===== src/rtl/bqf_pkg.sv =====
package bqf_pkg;
    typedef enum logic {MODE_MASKED = 1'b0, MODE_OPEN = 1'b1} mode_e;
    typedef enum logic {SKIP_IDLE = 1'b0, SKIP_ARMED = 1'b1} skip_e;
    localparam int NOMASK_BIT = 0;
    localparam int SKIP_BIT   = 1;
endpackage


===== src/rtl/bqf_ctrl_regs.sv =====
module bqf_ctrl_regs
    import bqf_pkg::*;
#(
    parameter int ADDR_W    = 4,
    parameter int DATA_W    = 8,
    parameter int CTRL_ADDR = 0
) (
    input  logic              clk,
    input  logic              rst_n,
    input  logic              we,
    input  logic [ADDR_W-1:0] addr,
    input  logic [DATA_W-1:0] wdata,
    input  logic              skip_consume,
    output mode_e             mode,
    output skip_e             skip,
    output logic [DATA_W-1:0] rdata
);
    localparam logic [ADDR_W-1:0] CTRL_A = ADDR_W'(CTRL_ADDR);

    mode_e mode_q, mode_nx;
    skip_e skip_q, skip_nx;
    logic  hit;

    assign hit = we && (addr == CTRL_A);

    // state registers
    always_ff @(posedge clk or negedge rst_n) begin
        if (!rst_n) begin
            mode_q <= MODE_MASKED;
            skip_q <= SKIP_IDLE;
        end else begin
            mode_q <= mode_nx;
            skip_q <= skip_nx;
        end
    end

    // next-state logic
    always_comb begin
        mode_nx = mode_q;
        unique case (mode_q)
            MODE_MASKED: if (hit && wdata[NOMASK_BIT])  mode_nx = MODE_OPEN;
            MODE_OPEN:   if (hit && !wdata[NOMASK_BIT]) mode_nx = MODE_MASKED;
            default:     mode_nx = MODE_MASKED;
        endcase
        skip_nx = skip_q;
        unique case (skip_q)
            SKIP_IDLE:  if (hit && wdata[SKIP_BIT]) skip_nx = SKIP_ARMED;
            SKIP_ARMED: begin
                if (hit)               skip_nx = wdata[SKIP_BIT] ? SKIP_ARMED : SKIP_IDLE;
                else if (skip_consume) skip_nx = SKIP_IDLE;
            end
            default:    skip_nx = SKIP_IDLE;
        endcase
    end

    // outputs
    always_comb begin
        rdata = '0;
        if (addr == CTRL_A) begin
            rdata[NOMASK_BIT] = (mode_q == MODE_OPEN);
            rdata[SKIP_BIT]   = (skip_q == SKIP_ARMED);
        end
    end

    assign mode = mode_q;
    assign skip = skip_q;
endmodule


===== src/rtl/bqf_qualify.sv =====
module bqf_qualify
    import bqf_pkg::*;
#(
    parameter int N_IBP = 4,
    parameter int N_LBP = 2,
    parameter int N_CNT = 2,
    parameter int N_WP  = 4
) (
    input  mode_e            mode,
    input  skip_e            skip,
    input  logic             msr_ri,
    input  logic [N_IBP-1:0] ibp,
    input  logic [N_LBP-1:0] lbp,
    input  logic [N_CNT-1:0] cibp,
    input  logic [N_CNT-1:0] clbp,
    input  logic [N_WP-1:0]  wp,
    output logic             ibrk_nx,
    output logic             lbrk_nx,
    output logic [N_WP-1:0]  pin_nx,
    output logic [N_WP-1:0]  cnt_nx,
    output logic             skip_consume
);
    logic pass, plain_i;

    assign pass    = (mode == MODE_OPEN) || msr_ri;
    assign plain_i = (|ibp) && pass;

    always_comb begin
        skip_consume = 1'b0;
        ibrk_nx      = (|cibp) && pass;
        unique case (skip)
            SKIP_ARMED: skip_consume = plain_i;
            SKIP_IDLE:  ibrk_nx      = ibrk_nx || plain_i;
            default:    ;
        endcase
        lbrk_nx = ((|lbp) || (|clbp)) && pass;
    end

    for (genvar g = 0; g < N_WP; g++) begin : g_wp
        assign pin_nx[g] = wp[g];
        assign cnt_nx[g] = wp[g] && pass;
    end
endmodule


===== src/rtl/bqf_out_stage.sv =====
module bqf_out_stage #(
    parameter int N_WP = 4
) (
    input  logic            clk,
    input  logic            rst_n,
    input  logic            ibrk_nx,
    input  logic            lbrk_nx,
    input  logic [N_WP-1:0] pin_nx,
    input  logic [N_WP-1:0] cnt_nx,
    output logic            ibrk_q,
    output logic            lbrk_q,
    output logic [N_WP-1:0] pin_q,
    output logic [N_WP-1:0] cnt_q
);
    always_ff @(posedge clk or negedge rst_n) begin
        if (!rst_n) begin
            ibrk_q <= 1'b0;
            lbrk_q <= 1'b0;
            pin_q  <= '0;
            cnt_q  <= '0;
        end else begin
            ibrk_q <= ibrk_nx;
            lbrk_q <= lbrk_nx;
            pin_q  <= pin_nx;
            cnt_q  <= cnt_nx;
        end
    end
endmodule


===== src/rtl/bkpt_qual_filter.sv =====
module bkpt_qual_filter
    import bqf_pkg::*;
#(
    parameter int ADDR_W    = 4,
    parameter int DATA_W    = 8,
    parameter int CTRL_ADDR = 0,
    parameter int N_IBP     = 4,
    parameter int N_LBP     = 2,
    parameter int N_CNT     = 2,
    parameter int N_WP      = 4
) (
    input  logic              clk,
    input  logic              rst_n,
    input  logic              cfg_we,
    input  logic [ADDR_W-1:0] cfg_addr,
    input  logic [DATA_W-1:0] cfg_wdata,
    output logic [DATA_W-1:0] cfg_rdata,
    input  logic              msr_ri,
    input  logic [N_IBP-1:0]  ibp_match,
    input  logic [N_LBP-1:0]  lbp_match,
    input  logic [N_CNT-1:0]  cnt_ibp_match,
    input  logic [N_CNT-1:0]  cnt_lbp_match,
    input  logic [N_WP-1:0]   wp_match,
    output logic              ibrk_req,
    output logic              lbrk_req,
    output logic [N_WP-1:0]   wp_pins,
    output logic [N_WP-1:0]   wp_cnt_en
);
    mode_e           mode;
    skip_e           skip;
    logic            skip_consume;
    logic            ibrk_nx, lbrk_nx;
    logic [N_WP-1:0] pin_nx, cnt_nx;
    logic            mode_open, skip_armed;

    assign mode_open  = (mode == MODE_OPEN);
    assign skip_armed = (skip == SKIP_ARMED);

    bqf_ctrl_regs #(.ADDR_W(ADDR_W), .DATA_W(DATA_W), .CTRL_ADDR(CTRL_ADDR)) u_ctrl (
        .clk(clk), .rst_n(rst_n), .we(cfg_we), .addr(cfg_addr), .wdata(cfg_wdata),
        .skip_consume(skip_consume), .mode(mode), .skip(skip), .rdata(cfg_rdata)
    );

    bqf_qualify #(.N_IBP(N_IBP), .N_LBP(N_LBP), .N_CNT(N_CNT), .N_WP(N_WP)) u_qual (
        .mode(mode), .skip(skip), .msr_ri(msr_ri), .ibp(ibp_match), .lbp(lbp_match),
        .cibp(cnt_ibp_match), .clbp(cnt_lbp_match), .wp(wp_match),
        .ibrk_nx(ibrk_nx), .lbrk_nx(lbrk_nx), .pin_nx(pin_nx), .cnt_nx(cnt_nx),
        .skip_consume(skip_consume)
    );

    bqf_out_stage #(.N_WP(N_WP)) u_out (
        .clk(clk), .rst_n(rst_n), .ibrk_nx(ibrk_nx), .lbrk_nx(lbrk_nx),
        .pin_nx(pin_nx), .cnt_nx(cnt_nx), .ibrk_q(ibrk_req), .lbrk_q(lbrk_req),
        .pin_q(wp_pins), .cnt_q(wp_cnt_en)
    );
endmodule


===== config.mk =====
export PLATFORM = sky130hd
export DESIGN_NAME = bkpt_qual_filter
export DESIGN_NICKNAME = d
export VERILOG_FILES = /design/src/rtl/bqf_pkg.sv /design/src/rtl/bqf_ctrl_regs.sv /design/src/rtl/bqf_qualify.sv /design/src/rtl/bqf_out_stage.sv /design/src/rtl/bkpt_qual_filter.sv
export SDC_FILE = /design/constraint.sdc
export NUM_CORES = 1
export LEC_CHECK = 0
export CORE_AREA = 2 2 39 41
export CTS_CLUSTER_DIAMETER = 150
export DETAILED_ROUTE_END_ITERATION = 8
export DIE_AREA = 0 0 41 43
export DONT_BUFFER_PORTS = 1
export SLEW_MARGIN = 20
export SYNTH_ARGS = -nofsm -noshare
export SYNTH_HDL_FRONTEND = slang
export SYNTH_SLANG_ARGS = --single-unit

===== constraint.sdc =====
create_clock -name clk -period 1.2 [get_ports clk]
set_input_delay 0 -clock clk [delete_from_list [all_inputs] [get_ports clk]]
set_output_delay 0 -clock clk [all_outputs]
set_load 0.01 [all_outputs]

==> summary.md, run 1 <==
| Metric | Value |
|---|---|
| Die area | ~0.0018 sq mm |
| Num CTS Buffers | 3 |
| Max-Cap Viols | 0 |
| Post-Route Setup TNS | 0 ps |
| Flops & latches, synth | 12 |
| Global-route wire length before repair | 1.28 mm |
| Die height | 43 um |
| Period utilization | 92.8% |
| I/O Buffers | 0 |
| Min-delay src | cfg_addr[3] |
| Crit start category | input pin |
| Root buffer cell | clkbuf_4 |
| Iteration-0 DRC Markers | 0 |
| I/O pin count | between 40 and 50 |
| Netlist Area Pre-Place | 473 sq um |
| Via/cell ratio | roughly 4.6 |
| Final HPWL from detailed placement | ~570 um |
| Gr usage total | 11.2% |
| Post-Synthesis Mean Instance Area | ~13 sq um |
| Unrepaired setup endpoints after global routing | no |
| Clock sinks | 12 |
| Peak supply drop | around 500 uV |
| WHS | -0.123 ps |
| Largest net degree at the start of global routing | 13 |
| Ys Warns | 0 |
| Hold WC Path Type | in -> reg |
| DR WL/cell | approximately 13 um |
| Highest clock rate | between 800 and 900 MHz |
| Post-Place Cells | 53 |
| Final Wtd Congestion | 0.674 |
| Minimum clock period after layout | 1110 ps |
| LEAKAGE | 0.295 nW |
| Register area share after synthesis | a little under two thirds |
| Status | finished, violations left |
| Drt pass-1 iters | 1 |
| Initial Util | approximately a third |
| Die width | 41 um |
| CP Capture Type | register |
| CP Max Fanout | 1 |
| Antenna violations before repair | 0 |
| Worst setup path class | in -> reg |
| Count of pins over their slew limit | 0 |
| H-tree depth | 1 |
| Violated checks | hold timing |
| Actual slew at the worst max-slew pin | 513 ps |
| RR Endpoint | u_ctrl.skip |
| Worst EP arrival | roughly 1300 ps |
| Cell row count | 14 |
| Synth cell types | 14 |
| Final setup fails | 0 |
| Fin cells | 70 |
| Vias in the first global route | ~300 |
| DRC | 0 |
| ANT nets after route | 0 |
| Via count | roughly 320 |
| Reg2Reg Depth | 3 |
| TritonCTS clock tree | done |
| Clock Path Buffers | 2 |
| WL final | just under 900 um |
| Share of cells above drive strength 1 | 16.7% |
| Final hold vios | 1 |
| Mapped Cells | 37 |
| Fillers | 131 |
| Fin nets | between 80 and 90 |
| Grt total ovfl | 0 |
| WHS Endpoint | u_ctrl.skip |
| Pwr Density | 1260 mW/mm^2 |
| Reg clk slew, reported paths | roughly 60 ps |
| Slew Limit Headroom | 65.7% |
| Area grow syn2layout | 36.0% |
| Ant diodes | 0 |
| Setup Skew | roughly 3.2 ps |
| Reg-to-reg setup timing slack | 350 ps |
| Worst hold path depth | 3 |
| WP data required | 1350 ps |
| Core area | 0.00138 sq mm |
| Clock latency at the later pin of the worst-skew pair | 260 ps |
cell usage after synthesis, drive strengths merged:
cell,number,area (sq um)
mux2i,1,10.0
o21ai,1,5.00
mux2,1,15.0
conb,1,3.75
and2,2,15.0
o32a,1,10.0
nor2b,4,25.0
nor2,3,11.3
nand2,1,3.75
buf,6,45.0
dfrtp,12,300
inv,1,3.75
nor4,3,25.0
registers in the layout, indices dropped and copies added, names as in the netlist, named ones only:
signal	count
u_ctrl.skip	1
u_out.cnt_q	4
u_out.lbrk_q	1
u_out.pin_q	4
u_out.ibrk_q	1
repair_timing:
action / in CTS / in global routing
hold buffers: 14 / 0
endpoints found under the hold margin: 24 / 0
endpoints found under the setup margin: 0 / 1
buffers inserted: 0 / 0
gates resized for setup: 0 / 1
cells by family (layout without fill, tap and decap cells):
logic type | count (synthesis) | after routing | synth area share [%]
flops | 12 | 12 | 63.5
buf+inv | 7 | 19 | 10.3
simple gates | 13 | 13 | 16.9
compound gates | 2 | 2 | 3.17
mux | 2 | 2 | 5.29
other cells | 1 | 6 | 0.793
per-layer routing:
metal	global-route usage, %	share of wire [%]
met1	11.6	32
met2	18.1	57
met3	4.71	10
met4	6.00	0
met5	0	0
metrics by stage:
step / power, mW / setup WS (ps) / util [%] / cell area (sq um)
global route: 0.860 / 48.0 / 46.5 / 643
CTS: 0.824 / 65.0 / 46.0 / 637
finish: 0.813 / 86.2 / 46.5 / 643
global placement: 0.546 / 314 / 34.3 / 474
floorplan: 0.541 / 277 / - / 492
detailed placement: 0.546 / 297 / 34.3 / 474
critical path: stages:
cell	delay, ps
dlygate4sd3_1	540
nor4_2	120
dlygate4sd3_1	570
nor2_1	40
layout make-up:
class / instances / area [sq um] / share of cell area [%]
inverters: 1 / 3.75 / 0.584
multi-input cells: 23 / 149 / 23.2
flip-flops and latches: 12 / 300 / 46.7
well taps: 16 / 20.0 / 3.11
repair buffers: 15 / 148 / 23.0
clock buffers: 3 / 22.5 / 3.50
how the worst max path moves through the flow:
| stage | cells after the start | endpoint | start |
|---|---|---|---|
| floorplan | 3 | u_ctrl.skip | register |
| global placement | 3 | u_out.lbrk_q | register |
| detailed placement | 3 | register | cfg_addr[3] |
| CTS | 4 | u_out.lbrk_q | cnt_lbp_match[0] |
| global route | 4 | u_out.lbrk_q | cnt_lbp_match[0] |
| finish | 4 | u_out.lbrk_q | cnt_lbp_match[0] |
layout by cell type, fill, tap and decap left out, drive strengths merged:
cell type / n
nand2: 1
dfrtp: 12
nor4: 3
mux2: 1
o21ai: 1
inv: 1
mux2i: 1
o32a: 1
dlygate4sd3: 14
conb: 6
buf: 1
clkbuf: 3
nor2: 3
nor2b: 4
and2: 2
where the power goes:
group          switching, mW  leakage (nW)  total (mW)  internal [mW]
Clock                  0.114        0.0138       0.230          0.116
Sequential            0.0345         0.145       0.477          0.443
Combinational         0.0449         0.136       0.106         0.0608
Total                  0.194         0.295       0.813          0.619
Note: power is estimated with default switching activity, not from simulation.
==> run 2: changes to the inputs <==
ABC_AREA = 1   (was default)
==> run 2 against run 1 <==
  * The run now ends clean
  * Worst setup slack worse by 0.80 ps
  * Die area unchanged
  * First-iteration DRC count up 1
  * Maximum frequency about the same
  * Clock skew down 2.8 ps
  * Power up 2.7%
  * Critical path depth unchanged
  * Sequential share of layout area down 5.2 points
  * Synthesized cell count up 41%
  * Flip-flop and latch count unchanged
  * Clock-buffer cell count unchanged
==> summary.md, run 2 <==
| Metric | Value |
|---|---|
| Int Pwr | 0.620 mW (about the same) |
| Primary FF master, synth | dfrtp_1 |
| Post-Route Setup TNS | 0 ps (unchanged) |
| CP most frequent cell | dlygate4sd3_1 |
| Commonest non-fill, non-tap cell in the layout | dlygate4sd3_1 |
| DR WL/cell | 12.5 um (-1.8%) |
| Resized Gates After CTS | 0 (unchanged) |
| Die width | 41 um (unchanged) |
| Actual slew at the worst max-slew pin | 533 ps (+20.0 ps) |
| Worst EP arrival | 1270 ps (about the same) |
| Sequential share of power | 56.7% (-2.0 points) |
| Sw frac | 25.8% (+2.0 points) |
| Fillers | 136 (+3.8%) |
| Post-synth EDFFs | 0 (unchanged) |
| WP data required | 1360 ps (about the same) |
| Synth cell types | 15 (+1) |
| Logic pwr share | 15.2% (+2.2 points) |
| Final HPWL from detailed placement | 627 um (+10%) |
| CP Capture Type | register |
| Max-Cap Viols | 0 (unchanged) |
| Highest clock rate | 897 MHz (about the same) |
| Slew Limit Headroom | 64.4% (-1.3 points) |
| Ys async rst share | 100% (unchanged) |
| Drt pass-1 iters | 2 (+1) |
| Setup Skew | 0.352 ps (-2.85 ps) |
| Gr usage total | 14.7% (+3.5 points) |
| H-tree depth | 1 (unchanged) |
| Register area share after synthesis | 59.1% (-4.4 points) |
| Minimum clock period after layout | 1110 ps (+0.800 ps) |
| Area leader, netlist | dfrtp_1 |
| Clock Path Buffers | 2 (unchanged) |
| Final setup fails | 0 (unchanged) |
| Core area | 0.00138 sq mm (unchanged) |
| Count leader, synth | dfrtp_1 |
| Share of cells above drive strength 1 | 13.5% (-3.2 points) |
| FF+latch area | 300 sq um (unchanged) |
| Final Wtd Congestion | 0.599 (-11%) |
| Fin nets | 106 (+23%) |
| Count of pins over their slew limit | 0 (unchanged) |
| Root buffer cell | clkbuf_4 |
| Iteration-0 DRC Markers | 1 (+1) |
| Area grow syn2layout | 42.6% |
| Mapped Cells | 52 (+41%) |
| Post-synth top area share | 59.1% (-4.4 points) |
| Final hold vios | 0 (-1) |
| Clk network pwr share | 28.1% (-0.2 points) |
| Antenna violations before repair | 0 (unchanged) |
| Flops & latches, synth | 12 (unchanged) |
| Multi-input logic area | 151 sq um (+1.7%) |
| Cell row count | 14 (unchanged) |
| LEAKAGE | 0.345 nW (+17%) |
| Netlist Area Pre-Place | 508 sq um (+7.4%) |
| Synth top cells by count | dfrtp_1 (12), nor2_1 (10), inv_1 (7), buf_4 (6), nand2_1 (4) |
| I/O pin count | 48 (unchanged) |
| Num CTS Buffers | 3 (unchanged) |
| Switch Pwr | 0.216 mW (+11%) |
| Worst setup path class | in -> reg |
| Slowest-stage cell, CP | dlygate4sd3_1 |
| Total Power | 0.835 mW (+2.7%) |
| Status | completed |
| Via/cell ratio | 4.51 (-1.9%) |
| Ant diodes | 0 (unchanged) |
| Largest net degree at the start of global routing | 13 (unchanged) |
| Peak supply drop | 490 uV (-2.9%) |
| Die area | 0.00176 sq mm (unchanged) |
| Pwr Density | 1150 mW/mm^2 (-8.8%) |
| ANT nets after route | 0 (unchanged) |
| Initial Util | 36.7% (+2.5 points) |
| Reg clk slew, reported paths | 70 ps (about the same) |
| Hold WC Path Type | in -> reg |
| Clock latency at the later pin of the worst-skew pair | 260 ps (about the same) |
| DRC | 0 (unchanged) |
| Commonest non-fill, non-tap cells in the layout | dlygate4sd3_1 (20), dfrtp_1 (12), nor2_1 (10), inv_1 (7), conb_1 (6) |
| Period utilization | 92.9% (about the same) |
| Unrepaired setup endpoints after global routing | no |
| CP Cell Sequence | dlygate4sd3_1 -> nand4_1 -> dlygate4sd3_1 -> nand2_1 |
| Post-Synthesis Mean Instance Area | 9.77 sq um (-24%) |
| WL final | 1.12 mm (+26%) |
| Top cells by area, synth | dfrtp_1 (59%), buf_4 (8.9%), nor2_1 (7.4%), inv_1 (5.2%), nand3_2 (3.9%) |
| Via count | 406 (+26%) |
| Ys Warns | 0 (unchanged) |
| Clock sinks | 12 (unchanged) |
| I/O Buffers | 0 (unchanged) |
| Vias in the first global route | 421 (+38%) |
| Global-route wire length before repair | 1.66 mm (+30%) |
| Die height | 43 um (unchanged) |
| Grt total ovfl | 0 (unchanged) |
| CP Max Fanout | 2 (+1) |
| Crit-path leading delay family | buffers and inverters |
| Critical Path Max Stage Delay | 580 ps (about the same) |
| TritonCTS clock tree | done |
| Number of buffers and inverters on the critical path | 2 (unchanged) |
| Crit start category | input pin |
| Top Registers | u_out.cnt_q: 4 flops, u_out.pin_q: 4 flops |
[run 2: changes by cell type after synthesis, sizes merged, moves of 2 or more]
cell	delta
and2	-2
inv	+7
nand2	+4
nand3	+2
nor2	+10
nor2b	-4
nor4	-3
o21ai	+2
[run 2: logic make-up after synthesis]
group	Yosys count	share of synthesized area [%]
other	1	0.738
AND/OR/NAND/NOR	21	21.4
AO/OA/AOI/OAI	4	3.94
buffers and inverters	14	14.8
flip-flops	12	59.1
[run 2: worst min-delay path, cell delays in order]
cell     delay [ps]
nor2_1           30
nand2_1          90
nand2_2          60
nand3_2          50
nand2_1          40
[run 2: per-stage QoR]
| step | cells | hold WS, ps | instance area, sq um | util [%] | setup WS (ps) |
|---|---|---|---|---|---|
| 3_3_place_gp | 67 | -295 | 502 | 36.3 | 278 |
| 6_report | 90 | 41.0 | 724 | 52.4 | 85.4 |
| 3_5_place_dp | 67 | -295 | 502 | 36.3 | 262 |
| 5_1_grt | 90 | 65.2 | 724 | 52.4 | 70.0 |
| 4_1_cts | 90 | 4.94 | 724 | 52.4 | 107 |
| 2_1_floorplan | 57 | -296 | 527 | - | 371 |
[run 2: layout make-up]
class,instances,share of cell area (%)
inverter,8,4.15
clock buffer,3,3.11
multi-input combinational,31,20.9
timing repair buffer,20,27.6
tap,16,2.76
sequential,12,41.5
[run 2: final timing paths]
path                                    from             end  slack (ps)  depth (start not counted)
worst max-delay path                  cfg_we     u_ctrl.skip          90                          4
worst min-delay path            ibp_match[3]     u_ctrl.skip          40                          5
worst max register to register      register    u_out.ibrk_q         270                          4
worst min register to register   u_ctrl.skip    u_out.ibrk_q         500                          1
max in group asynchronous              rst_n       async pin         700                          1
min in group asynchronous              rst_n  u_out.pin_q[1]         150                          1
[run 2: per-layer routing]
metal	wire length [um]	track usage [%]	part of all wire (%)
met3	116	5.24	10
met4	31	11.3	2.8
met5	0	0	0
met1	349	13.2	31
met2	625	24.4	56
[run 2: power groups by stage]
stage | Combinational, mW | Sequential, mW | Clock, mW
floorplan | 0.0715 | 0.478 | 0
global placement | 0.0649 | 0.482 | 0
detailed placement | 0.0661 | 0.483 | 0
CTS | 0.126 | 0.474 | 0.247
global route | 0.147 | 0.479 | 0.269
finish | 0.127 | 0.473 | 0.234
[run 2: timing repair]
item / 4_1_cts / 5_1_grt
endpoints found under the hold margin: 24 / 0
hold buffers: 20 / 0
endpoints found under the setup margin: 0 / 0
buffers inserted: 0 / 0
==> run 3: changes to the inputs <==
HOLD_SLACK_MARGIN = 0.15   (was default)
==> run 3 against run 2 <==
  * Non-clock buffer count grew 1
  * Highest routed layer unchanged
  * Critical path type unchanged
  * Sequential power barely moved
  * Routed wire length fell by 5.2%
  * Maximum frequency grew 0.28%
  * Sequential share of layout area is 0.56 points lower
  * Via count shrank 0.49%
==> summary.md, run 3 (synthesis gave the netlist of run 2 again) <==
| Metric | Value |
|---|---|
| I/O pin count | 48 (unchanged) |
| Die width | 41 um (unchanged) |
| Pwr Density | 1140 mW/mm^2 (-1.5%) |
| DR WL/cell | 11.7 um (-6.2%) |
| Largest net degree at the start of global routing | 13 (unchanged) |
| Met2 Track Usage GR | 24.4% (unchanged) |
| Unrepaired setup endpoints after global routing | no |
| Count of pins over their slew limit | 0 (unchanged) |
| Gr usage total | 14.3% (-0.41 points) |
| TritonCTS clock tree | done |
| Iteration-0 DRC Markers | 1 (unchanged) |
| Minimum clock period after layout | 1110 ps (-3.08 ps) |
| Actual slew at the worst max-slew pin | 529 ps (-3.28 ps) |
| Ant diodes | 0 (unchanged) |
| Worst slack at placement | 262 ps (unchanged) |
| Grt total ovfl | 0 (unchanged) |
| Vias in the first global route | 416 (-1.2%) |
| Commonest non-fill, non-tap cells in the layout | dlygate4sd3_1 (21), dfrtp_1 (12), nor2_1 (10), inv_1 (7), conb_1 (6) |
| Final worst slack | 88.4 ps (+3.08 ps) |
| Via count | 404 (-0.49%) |
| Worst EP arrival | 1270 ps (about the same) |
| Global-route wire length before repair | 1.62 mm (-2.1%) |
| Area grow syn2layout | 44.6% |
| Clock latency at the later pin of the worst-skew pair | 260 ps (about the same) |
| CP Max Fanout | 2 (unchanged) |
| Max-Cap Viols | 0 (unchanged) |
| Root buffer cell | clkbuf_4 |
| Via/cell ratio | 4.44 (-1.6%) |
| Final HPWL from detailed placement | 627 um (unchanged) |
| M1 GR Usage | 12.9% (-0.33 points) |
| Clock Path Buffers | 2 (unchanged) |
| Status | completed |
| I/O Buffers | 0 (unchanged) |
| Period utilization | 92.6% (-0.26 points) |
| ANT nets after route | 0 (unchanged) |
| Post-Place Cells | 67 (unchanged) |
| Slew Limit Headroom | 64.6% (+0.22 points) |
| Final setup fails | 0 (unchanged) |
| Die height | 43 um (unchanged) |
| WP data required | 1360 ps (about the same) |
| Top Registers | u_out.cnt_q: 4 flops, u_out.pin_q: 4 flops |
| Post-Route Setup TNS | 0 ps (unchanged) |
| Met3 usage | 5.24% (unchanged) |
| Final Wtd Congestion | 0.599 (unchanged) |
| Worst setup path class | in -> reg |
| Highest clock rate | 900 MHz (+0.28%) |
| Fin nets | 107 (+0.94%) |
| H-tree depth | 1 (unchanged) |
| GR peak layer | met2 |
| LEAKAGE | 0.349 nW (+1.2%) |
| DRC | 0 (unchanged) |
| Fin cells | 91 (+1.1%) |
| CP Capture Type | register |
| Die area | 0.00176 sq mm (unchanged) |
| Peak supply drop | 493 uV (+0.55%) |
| Reg clk slew, reported paths | 70 ps (about the same) |
| Core area | 0.00138 sq mm (unchanged) |
| Cell row count | 14 (unchanged) |
| Clock sinks | 12 (unchanged) |
| Share of cells above drive strength 1 | 13.3% (-0.18 points) |
| Crit start category | input pin |
| Fillers | 134 (-1.5%) |
| Final hold vios | 0 (unchanged) |
| Drt pass-1 iters | 2 (unchanged) |
| Num CTS Buffers | 3 (unchanged) |
| Commonest non-fill, non-tap cell in the layout | dlygate4sd3_1 |
| Setup Skew | 1.57 ps (+1.22 ps) |
| Antenna violations before repair | 0 (unchanged) |
| WL final | 1.06 mm (-5.2%) |
| Initial Util | 36.7% (unchanged) |
| Hold WC Path Type | in -> async |
==> run 3: cell count changes in the layout (fill, tap and decap cells not counted), sizes merged <==
cell | previous run | this run
dlygate4sd3 | 20 | 21
==> run 3: worst max-delay path: stages <==
cell           delay, ps
dlygate4sd3_1        580
nand4_1              100
dlygate4sd3_1        550
nand2_1               50
==> run 3: worst paths after layout <==
kind | depth (start not counted) | slack, ps | end | startpoint
max in group asynchronous | 1 | 700 | u_ctrl.skip | rst_n
min in group clk | 3 | 150 | cfg_rdata[0] | cfg_addr[2]
hold reg to reg | 1 | 500 | u_out.ibrk_q | u_ctrl.skip
setup reg to reg | 4 | 270 | u_out.ibrk_q | register
hold / removal | 1 | 150 | u_out.pin_q[1] | rst_n
setup / recovery | 4 | 90 | u_ctrl.skip | cfg_we
==> run 3: layout make-up <==
cell class	count	area, sq um	area share [%]
inverters	8	30.0	4.09
clock buffers	3	22.5	3.07
repair buffers	21	210	28.6
flip-flops and latches	12	300	40.9
well taps	16	20.0	2.73
multi-input cells	31	151	20.6
==> run 3: where the power goes <==
group          total, mW  leakage (nW)  internal, mW  switching [mW]
registers          0.473         0.145         0.440          0.0335
clock network      0.232        0.0138         0.116           0.116
logic              0.128         0.190        0.0661          0.0623
total              0.834         0.349         0.622           0.212
==> run 3: through the flow <==
step	utilization, %	power [mW]	area, sq um	hold WS (ps)
2_1_floorplan	-	0.550	527	-296
3_3_place_gp	36.3	0.547	502	-295
3_5_place_dp	36.3	0.549	502	-295
4_1_cts	53.1	0.850	734	159
5_1_grt	53.1	0.897	734	175
6_report	53.1	0.834	734	153
==> run 3: timing repair <==
| action | 4_1_cts | 5_1_grt |
|---|---|---|
| hold buffers | 21 | 0 |
| hold endpoints to repair | 24 | 0 |
| gates resized for setup | 0 | 0 |
| buffers inserted | 0 | 0 |
==> run 3: layer usage <==
metal	wire length, um	part of all wire [%]
met1	343	32
met3	107	10
met2	601	57
met5	0	0
met4	10	0.94
